`src/rtl/cseq_pkg.sv`:
```
`timescale 1ns/1ps
package cseq_pkg;
    typedef enum logic [1:0] {
        ST_FETCH = 2'b00,
        ST_EXEC  = 2'b01,
        ST_DMA   = 2'b10,
        ST_INTR  = 2'b11
    } mstate_e;

    localparam logic [1:0] XM_READ  = 2'b01;
    localparam logic [1:0] XM_WRITE = 2'b10;
endpackage

```
`src/rtl/cseq_phase.sv`:
```
`timescale 1ns/1ps
module cseq_phase #(
    parameter int PHASES = 8,
    localparam int PW = $clog2(PHASES)
) (
    input  logic          clk,
    input  logic          rst_n,
    input  logic          hold_i,
    output logic [PW-1:0] phase_o,
    output logic          adv_o,
    output logic          last_o
);
    localparam logic [PW-1:0] LAST = PW'(PHASES - 1);

    logic          frz_d, frz_q;
    logic [PW-1:0] ph_d, ph_q;

    always_comb begin
        frz_d = hold_i;
        ph_d  = ph_q;
        if (!frz_q) begin
            ph_d = (ph_q == LAST) ? '0 : ph_q + PW'(1);
        end
    end

    always_ff @(negedge clk or negedge rst_n) begin
        if (!rst_n) frz_q <= 1'b0;
        else        frz_q <= frz_d;
    end

    always_ff @(posedge clk or negedge rst_n) begin
        if (!rst_n) ph_q <= '0;
        else        ph_q <= ph_d;
    end

    assign phase_o = ph_q;
    assign adv_o   = !frz_q;
    assign last_o  = (ph_q == LAST);

    assert_phase_step_R1: assert property (@(posedge clk) disable iff (!rst_n)
        (!frz_q && ph_q != LAST) |=> ph_q == PW'($past(ph_q) + PW'(1)));
    assert_phase_wrap_R1: assert property (@(posedge clk) disable iff (!rst_n)
        (!frz_q && ph_q == LAST) |=> ph_q == '0);
    assert_pause_hold_R11: assert property (@(posedge clk) disable iff (!rst_n)
        frz_q |=> $stable(ph_q));
endmodule

```
`src/rtl/cseq_ctrl.sv`:
```
`timescale 1ns/1ps
module cseq_ctrl
    import cseq_pkg::*;
#(
    parameter int PHASES = 8,
    parameter int OP_W   = 8,
    parameter int TPB_PH = 6,
    localparam int PW = $clog2(PHASES)
) (
    input  logic            clk,
    input  logic            rst_n,
    input  logic [PW-1:0]   phase_i,
    input  logic            adv_i,
    input  logic            last_i,
    input  logic [OP_W-1:0] opcode_i,
    input  logic            dma_req_i,
    input  logic            int_req_i,
    input  logic            ie_set_i,
    output mstate_e         state_o,
    output logic [OP_W-1:0] op_o
);
    typedef struct packed {
        mstate_e         st;
        logic [OP_W-1:0] op;
        logic            second;
        logic            ie;
    } ctrl_s;

    ctrl_s c_d, c_q;
    logic  long_op;
    logic  boundary;

    assign long_op  = (c_q.op[OP_W-1 -: 4] == 4'hC);
    assign boundary = adv_i && last_i;

    always_comb begin
        c_d = c_q;
        if (adv_i && phase_i == PW'(TPB_PH) && c_q.st == ST_FETCH) c_d.op = opcode_i;
        if (ie_set_i) c_d.ie = 1'b1;
        if (boundary) begin
            unique case (c_q.st)
                ST_FETCH: begin
                    c_d.st     = ST_EXEC;
                    c_d.second = 1'b0;
                end
                ST_EXEC, ST_DMA: begin
                    if (c_q.st == ST_EXEC && long_op && !c_q.second) begin
                        c_d.second = 1'b1;
                    end else begin
                        c_d.second = 1'b0;
                        if (dma_req_i) begin
                            c_d.st = ST_DMA;
                        end else if (int_req_i && c_q.ie) begin
                            c_d.st = ST_INTR;
                            c_d.ie = 1'b0;
                        end else begin
                            c_d.st = ST_FETCH;
                        end
                    end
                end
                ST_INTR: c_d.st = dma_req_i ? ST_DMA : ST_FETCH;
                default: c_d.st = ST_FETCH;
            endcase
        end
    end

    always_ff @(posedge clk or negedge rst_n) begin
        if (!rst_n) begin
            c_q.st     <= ST_FETCH;
            c_q.op     <= '0;
            c_q.second <= 1'b0;
            c_q.ie     <= 1'b1;
        end else begin
            c_q <= c_d;
        end
    end

    assign state_o = c_q.st;
    assign op_o    = c_q.op;

    assert_type_hold_R4: assert property (@(posedge clk) disable iff (!rst_n)
        !boundary |=> $stable(c_q.st));
    assert_fetch_then_exec_R4: assert property (@(posedge clk) disable iff (!rst_n)
        (boundary && c_q.st == ST_FETCH) |=> c_q.st == ST_EXEC);
    assert_long_twice_R5: assert property (@(posedge clk) disable iff (!rst_n)
        (boundary && c_q.st == ST_EXEC && long_op && !c_q.second) |=> c_q.st == ST_EXEC);
    assert_dma_first_R6: assert property (@(posedge clk) disable iff (!rst_n)
        (boundary && dma_req_i && c_q.st != ST_FETCH &&
         !(c_q.st == ST_EXEC && long_op && !c_q.second)) |=> c_q.st == ST_DMA);
    assert_intr_clears_ie_R7: assert property (@(posedge clk) disable iff (!rst_n)
        $rose(c_q.st == ST_INTR) |-> !c_q.ie);
endmodule

```
`src/rtl/cseq_strobe.sv`:
```
`timescale 1ns/1ps
module cseq_strobe
    import cseq_pkg::*;
#(
    parameter int PHASES   = 8,
    parameter int OP_W     = 8,
    parameter int TPA_PH   = 1,
    parameter int TPB_PH   = 6,
    parameter int RD_FIRST = 2,
    parameter int WR_FIRST = 5,
    parameter int WR_LAST  = 6,
    localparam int PW = $clog2(PHASES),
    localparam int NW = 3
) (
    input  logic            clk,
    input  logic            rst_n,
    input  logic [PW-1:0]   phase_i,
    input  mstate_e         state_i,
    input  logic [OP_W-1:0] op_i,
    input  logic [1:0]      exec_mem_i,
    input  logic            dma_dir_i,
    output logic            tpa_o,
    output logic            tpb_o,
    output logic            addr_hi_o,
    output logic            mrd_n_o,
    output logic            mwr_n_o,
    output logic [NW-1:0]   nline_o
);
    logic [PHASES-1:0] ph_hot;
    logic rd_win, wr_win, rd_cyc, wr_cyc, io_op;

    for (genvar g = 0; g < PHASES; g++) begin : g_hot
        assign ph_hot[g] = (phase_i == PW'(g));
    end

    assign rd_win = |ph_hot[PHASES-1:RD_FIRST];
    assign wr_win = |ph_hot[WR_LAST:WR_FIRST];
    assign io_op  = (op_i[OP_W-1 -: 4] == 4'h6) && (op_i[3:0] != 4'h0) && (op_i[3:0] != 4'h8);

    always_comb begin
        rd_cyc = 1'b0;
        wr_cyc = 1'b0;
        unique case (state_i)
            ST_FETCH: rd_cyc = 1'b1;
            ST_EXEC: begin
                rd_cyc = (exec_mem_i == XM_READ);
                wr_cyc = (exec_mem_i == XM_WRITE);
            end
            ST_DMA: begin
                rd_cyc = !dma_dir_i;
                wr_cyc = dma_dir_i;
            end
            default: ;
        endcase
    end

    assign tpa_o     = ph_hot[TPA_PH];
    assign tpb_o     = ph_hot[TPB_PH];
    assign addr_hi_o = |ph_hot[TPA_PH:0];
    assign mrd_n_o   = !(rd_cyc && rd_win);
    assign mwr_n_o   = !(wr_cyc && wr_win);
    assign nline_o   = (state_i == ST_EXEC && io_op) ? op_i[NW-1:0] : '0;

    assert_pulses_apart_R2: assert property (@(posedge clk) disable iff (!rst_n)
        $onehot0({tpa_o, tpb_o}));
    assert_strobes_apart_R9: assert property (@(posedge clk) disable iff (!rst_n)
        mrd_n_o || mwr_n_o);
    assert_intr_quiet_R9: assert property (@(posedge clk) disable iff (!rst_n)
        (state_i == ST_INTR) |-> (mrd_n_o && mwr_n_o));
    assert_nline_exec_R10: assert property (@(posedge clk) disable iff (!rst_n)
        (nline_o != '0) |-> (state_i == ST_EXEC));
    assert_no_strobe_on_high_R3: assert property (@(posedge clk) disable iff (!rst_n)
        addr_hi_o |-> mrd_n_o && mwr_n_o);
endmodule

```
`src/rtl/cycle_sequencer.sv`:
```
`timescale 1ns/1ps
module cycle_sequencer
    import cseq_pkg::*;
#(
    parameter int PHASES   = 8,
    parameter int OP_W     = 8,
    parameter int TPA_PH   = 1,
    parameter int TPB_PH   = 6,
    parameter int RD_FIRST = 2,
    parameter int WR_FIRST = 5,
    parameter int WR_LAST  = 6
) (
    input  logic                       clk,
    input  logic                       rst_n,
    input  logic                       pause_i,
    input  logic [OP_W-1:0]            opcode_i,
    input  logic [1:0]                 exec_mem_i,
    input  logic                       dma_req_i,
    input  logic                       dma_dir_i,
    input  logic                       int_req_i,
    input  logic                       ie_set_i,
    output logic [$clog2(PHASES)-1:0]  phase_o,
    output logic [1:0]                 state_code_o,
    output logic                       tpa_o,
    output logic                       tpb_o,
    output logic                       addr_hi_o,
    output logic                       mrd_n_o,
    output logic                       mwr_n_o,
    output logic [2:0]                 nline_o
);
    localparam int PW = $clog2(PHASES);

    logic [PW-1:0]   phase;
    logic            adv, last;
    mstate_e         state;
    logic [OP_W-1:0] op;

    cseq_phase #(.PHASES(PHASES)) u_phase (
        .clk(clk), .rst_n(rst_n), .hold_i(pause_i),
        .phase_o(phase), .adv_o(adv), .last_o(last)
    );

    cseq_ctrl #(.PHASES(PHASES), .OP_W(OP_W), .TPB_PH(TPB_PH)) u_ctrl (
        .clk(clk), .rst_n(rst_n), .phase_i(phase), .adv_i(adv), .last_i(last),
        .opcode_i(opcode_i), .dma_req_i(dma_req_i), .int_req_i(int_req_i),
        .ie_set_i(ie_set_i), .state_o(state), .op_o(op)
    );

    cseq_strobe #(
        .PHASES(PHASES), .OP_W(OP_W), .TPA_PH(TPA_PH), .TPB_PH(TPB_PH),
        .RD_FIRST(RD_FIRST), .WR_FIRST(WR_FIRST), .WR_LAST(WR_LAST)
    ) u_strobe (
        .clk(clk), .rst_n(rst_n), .phase_i(phase), .state_i(state), .op_i(op),
        .exec_mem_i(exec_mem_i), .dma_dir_i(dma_dir_i),
        .tpa_o(tpa_o), .tpb_o(tpb_o), .addr_hi_o(addr_hi_o),
        .mrd_n_o(mrd_n_o), .mwr_n_o(mwr_n_o), .nline_o(nline_o)
    );

    assign phase_o      = phase;
    assign state_code_o = state;
endmodule

```
`config.mk`:
```
export PLATFORM = sky130hd
export DESIGN_NAME = cycle_sequencer
export DESIGN_NICKNAME = d
export VERILOG_FILES = /design/src/rtl/cseq_pkg.sv /design/src/rtl/cseq_phase.sv /design/src/rtl/cseq_ctrl.sv /design/src/rtl/cseq_strobe.sv /design/src/rtl/cycle_sequencer.sv
export SDC_FILE = /design/constraint.sdc
export NUM_CORES = 1
export LEC_CHECK = 0
export BUFFER_PORTS_ARGS = -buffer_cell sky130_fd_sc_hd__buf_2
export CAP_MARGIN = 15
export CORE_MARGIN = 4
export CORE_UTILIZATION = 28
export CTS_CLUSTER_SIZE = 24
export DETAILED_ROUTE_END_ITERATION = 10
export SYNTH_ARGS = -nofsm -noshare
export SYNTH_HDL_FRONTEND = slang
export SYNTH_HIERARCHICAL = 1
export SYNTH_SLANG_ARGS = --single-unit
```
`constraint.sdc`:
```
create_clock -name clk -period 1.75 [get_ports clk]
set_input_delay 0.0875 -clock clk [delete_from_list [all_inputs] [get_ports clk]]
set_output_delay 0.0875 -clock clk [all_outputs]
set_load 0.1 [all_outputs]
```
==> results of run 1 <==
worst max-delay path, delay by kind of cell, from the launching register on:
| family | cells | cell delay, ps |
|---|---|---|
| simple gates | 1 | 150 |
| flops | 1 | 430 |
| mux | 1 | 310 |
| buf+inv | 1 | 60 |
| compound gates | 1 | 60 |
final cells by class:
type                       instances  area (um^2)  share of cell area, %
inverter                           7         28.8                   1.94
sequential                        15          387                   26.1
multi-input combinational         59          653                   44.1
timing repair buffer              41          327                   22.1
tap                               46         57.6                   3.89
clock buffer                       3         22.5                   1.52
clock inverter                     1         5.00                  0.338
through the flow:
step	setup WS, ps	cells	TNS, ps
finish	-240	172	-2470
global route	-271	172	-3290
CTS	-234	172	-2490
detailed placement	-269	162	-2580
global placement	-228	162	-2270
floorplan	-312	90	-3690
sequential cells by signal, summed over array words and instances (netlist names):
name and cells:
u_ctrl/state_o 2, u_phase/frz_q 1, u_ctrl/op_o 7, u_phase/phase_o 3, u_ctrl/c_q 2
timing repair:
action / CTS / global route
gates cloned: 0 / 0
endpoints found under the hold margin: 14 / 0
endpoints found under the setup margin: 18 / 18
gates resized for setup: 15 / 8
pin swaps: 2 / 5
hold buffers: 1 / 0
buffers inserted: 5 / 1
layout by cell type, fill, tap and decap left out, drive strengths merged, types with 2 or more instances in the layout:
cell / n
and2: 2
clkbuf: 3
nor3: 2
dfrtp: 13
mux2: 9
a211o: 2
nand2b: 2
o21ai: 4
ha: 11
nor3b: 3
buf: 40
inv: 7
nor2: 4
nand2: 5
nand3b: 3
per-layer routing:
metal | up-vias | wire length (um) | track usage, % | share of wire (%)
li1 | 381 | - | - | -
met1 | 361 | 850 | 11.9 | 41
met2 | 21 | 1080 | 17.6 | 52
met3 | 2 | 120 | 2.00 | 5.8
met4 | 0 | 10 | 4.56 | 0.49
met5 | - | 0 | 0 | 0
path summary, 6_finish.rpt:
check	cells past startpoint	endpoint	startpoint	slack, ps
min in group asynchronous	3	u_ctrl/op_o[6]$_DFFE_PN0P_	rst_n	300
worst max register to register	4	u_ctrl/state_o[1]$_DFFE_PN0P_	u_phase/frz_q$_DFF_NN0_	-240
worst max-delay path	4	u_ctrl/state_o[1]$_DFFE_PN0P_	u_phase/frz_q$_DFF_NN0_	-240
worst min register to register	1	u_ctrl/op_o[2]$_DFFE_PN0P_	u_ctrl/op_o[2]$_DFFE_PN0P_	520
max in group asynchronous	2	u_phase/frz_q$_DFF_NN0_	rst_n	740
worst min-delay path	2	u_ctrl/op_o[2]$_DFFE_PN0P_	opcode_i[2]	30
==> results.toml, run 1 <==
[status]
status = "finished with violations"
violations = "setup timing"

[setup_path]
cp.arrival_ps = 2170
cp_cell_sequence = "inv_2, and2_4, o21ai_4, mux2_4"
cp_max_fo = 3
required_ps = 1930
max_stage_delay_ps = 430
path_class = "flip-flop to flip-flop"
critPathLaunchType = "flip-flop"
cp_slowest_cell = "dfrtn_1"
end_kind = "flip-flop"

[timing]
slew_headroom_pct = 67.7
whs_ps = 26.4
worst_slew_pin_slew_ps = 488
maxSlewViolCount = 0
hold_violations = 0
rsz0062_at_grt = "true"
setup_viol = 16
skew_ps = 5.50
worst_slack_ps = -240

[route]
drcViolationCount = 0
vias = 765
drt_wl_total_um = 2060
wl_per_cell_um = 12.0
drtIter0Drc = 9
vias_per_cell = 4.45
drt.antenna.violating_nets = 0
firstDrtPassIters = 4

[place]
globalplace.congestion = 0.857
numPortBuffers = 28
place_area_mm2 = 0.00130
hpwl_um = 1640

[final_layout]
design_area_mm2 = 0.00148
fin_nets = 155
n_fill_cell = 331
synthToLayoutAreaGrowth_pct = 49.0
drive_above_1_share_pct = 63.5
postLayoutCoreUtil_pct = 43.7
n_antenna_cell = 0

[cts]
h-tree-depth = 1
cts_root_buf = "clkbuf_4"
clockBufferDepth = 2
cts_tree = "yes"
numCtsBuffers = 3
clk_latency_ps = 280
clk_pin_slew_ps = 90
clock-sinks = 15

[synthesis]
netlist_area_um2 = 993
avgSynthCellArea_um2 = 11.0
syn_inst = 90
syn_nets = 118
yosys_warnings = 6

[die]
die_w_um = 67.6
ios = 30
die_h_um = 67.6
initial_utilization_pct = 29.3
core-area_mm2 = 0.00339
dieArea_mm2 = 0.00457
rows = 21

[global_route]
grt_usage_pct = 10.1
grt_pass1_wl_um = 3450
overflow = 0
grt_pass1_vias = 780
antenna_found_initial = 0
grt_max_degree = 15

[min_path]
worstHoldPathType = "primary input to flip-flop"

[run]
drv_cap = 0
Power of run 1 is left out: the tool's default activity adds up to more than one toggle a clock period on the data nets, which glitch-free logic cannot reach.
==> inputs of run 2 (changes only) <==
==> constraint.sdc (replaced) <==
create_clock -name clk -period 1.75 [get_ports clk]
set_input_delay 0 -clock clk [delete_from_list [all_inputs] [get_ports clk]]
set_output_delay 0 -clock clk [all_outputs]
set_load 0.1 [all_outputs]
==> run 2 against run 1 <==
Sequential share of layout area fell by 0.71 points; non-clock buffer count is 8 higher; critical path depth unchanged; count of clock-buffer cells in the layout rose by 1; via count rose by 4.2%; first-iteration DRC count is 56% higher; routed wire length is 3.9% higher; flip-flop and latch count stayed put; utilization up 1.2 points; the run still ends with setup timing left; register-to-register slack is essentially flat.
==> results.toml, run 2 (synthesis gave the netlist of run 1 again) <==
[status]
status = "finished with violations"
violations = "setup timing"

[min_path]
worstHoldPathType = "primary input to asynchronous set/reset pin"

[place]
globalplace.congestion = 0.816
dp_cells = 161
numPortBuffers = 28
hpwl_um = 1620

[global_route]
grt_pass1_vias = 819
antenna_found_initial = 0
grt_usage_pct = 10.7
grt_max_degree = 16
grt_pass1_wl_um = 3680
overflow = 0

[die]
core-area_mm2 = 0.00339
rows = 21
die_w_um = 67.6
initial_utilization_pct = 29.3
die_h_um = 67.6
ios = 30
dieArea_mm2 = 0.00457

[final_layout]
drive_above_1_share_pct = 58.2
n_fill_cell = 318
synthToLayoutAreaGrowth_pct = 53.1
mostFrequentLayoutCells = "23 x buf_2, 12 x buf_4, 9 x dlygate4sd3_1, 9 x ha_1, 9 x dfrtp_1"
fin_nets = 163
finalNonFillerCells = 180
largest_register_ffs = 7
n_antenna_cell = 0
final_common_cell = "buf_2"

[power]
p_int_w = 0.00124
power_leakage_nw = 0.709
swShare_pct = 54.9
combPwrFrac_pct = 68.8
peakVddDrop_mv = 0.639
seq_power_share_pct = 24.3
clkPwrFrac_pct = 7.0
power.density_mw_per_mm2 = 1800
netSwitchingPower_w = 0.00151
p_total_w = 0.00274

[setup_path]
r2r_slack_ps = -240
end_kind = "flip-flop"
cp_cell_sequence = "inv_2, and2_4, o21ai_4, mux2_4"
max_stage_delay_ps = 420
critPathLaunchType = "flip-flop"
path_delay_family = "flip-flops"
rr_startpoint = "u_phase/frz_q$_DFF_NN0_"
endpoint = "u_ctrl/state_o[1]$_DFFE_PN0P_"
cp_num_cells = 4
reg2reg_depth = 4
cp_slowest_cell = "dfrtn_1"
cp.arrival_ps = 2150
path_class = "flip-flop to flip-flop"
r2r-end = "u_ctrl/state_o[1]$_DFFE_PN0P_"
crit_path_start = "u_phase/frz_q$_DFF_NN0_"
path_buf_inv = 1
required_ps = 1910
cp_max_fo = 3

[route]
drcViolationCount = 0
drt_wl_total_um = 2140
vias_per_cell = 4.43
wl_per_cell_um = 11.9
drtIter0Drc = 14
drt.antenna.violating_nets = 0
firstDrtPassIters = 4
vias = 797

[timing]
worst_slack_ps = -240
hold_violations = 0
slew_headroom_pct = 67.4
maxSlewViolCount = 0
whs_ps = 157
setup_viol = 13
worst_slew_pin_slew_ps = 493
skew_ps = 4.96
rsz0062_at_grt = "true"

[cts]
clockBufferDepth = 2
numCtsBuffers = 3
clock-sinks = 15
clk_pin_slew_ps = 80
cts_tree = "yes"
cts_root_buf = "clkbuf_4"
clk_latency_ps = 280
h-tree-depth = 1

[run]
drv_cap = 0
run 2: through the flow:
stage / worst slack, ps / setup TNS [ps] / utilization [%] / cell area [um^2]
floorplan: -291 / -3330 / - / 1100
global placement: -229 / -2280 / 38.2 / 1300
detailed placement: -256 / -2570 / 38.2 / 1300
CTS: -235 / -2470 / 43.9 / 1490
global route: -256 / -2640 / 44.9 / 1520
finish: -240 / -2070 / 44.9 / 1520
run 2: area by class of cell:
| cell class | instances | area (um^2) | share of cell area, % |
|---|---|---|---|
| well taps | 46 | 57.6 | 3.78 |
| inverters | 7 | 28.8 | 1.89 |
| flip-flops and latches | 15 | 387 | 25.4 |
| multi-input cells | 59 | 644 | 42.4 |
| repair buffers | 49 | 378 | 24.8 |
| clock buffers | 4 | 26.3 | 1.73 |
run 2: worst min-delay path by stage:
| stage | startpoint | end | slack, ps | depth (start not counted) |
|---|---|---|---|---|
| CTS | rst_n | u_phase/phase_o[1]$_DFFE_PN0N_ | 160 | 2 |
| finish | rst_n | u_phase/phase_o[0]$_DFFE_PN0N_ | 160 | 2 |
| detailed placement | rst_n | u_phase/phase_o[1]$_DFFE_PN0N_ | -80 | 1 |
| floorplan | rst_n | u_ctrl/c_q[1]$_DFFE_PN0P_ | -300 | 0 |
| global route | rst_n | u_phase/phase_o[1]$_DFFE_PN0N_ | 180 | 2 |
| global placement | rst_n | u_phase/phase_o[1]$_DFFE_PN0N_ | -90 | 1 |
run 2: metal layers:
metal	vias to the layer above	wire length [um]	global-route usage, %
li1	394	-	-
met1	379	848	12.5
met2	22	1170	19.6
met3	2	110	2.00
met4	0	13	3.04
met5	-	0	0
run 2: power by group through the flow:
stage,clock [W],combinational [W],sequential [W]
after floorplan,0,0.00136,0.000880
after global placement,0,0.00165,0.000682
after detailed placement,0,0.00168,0.000694
after CTS,0.000198,0.00185,0.000668
after global routing,0.000222,0.00201,0.000692
final,0.000191,0.00189,0.000666
run 2: what timing repair did:
item | 4_1_cts | 5_1_grt
pin swaps | 0 | 1
endpoints found under the setup margin | 18 | 18
setup buffers | 6 | 0
gates cloned | 0 | 0
endpoints found under the hold margin | 22 | 0
resized for setup | 6 | 9
hold buffers | 9 | 0
Power figures use the tool's default switching activity.
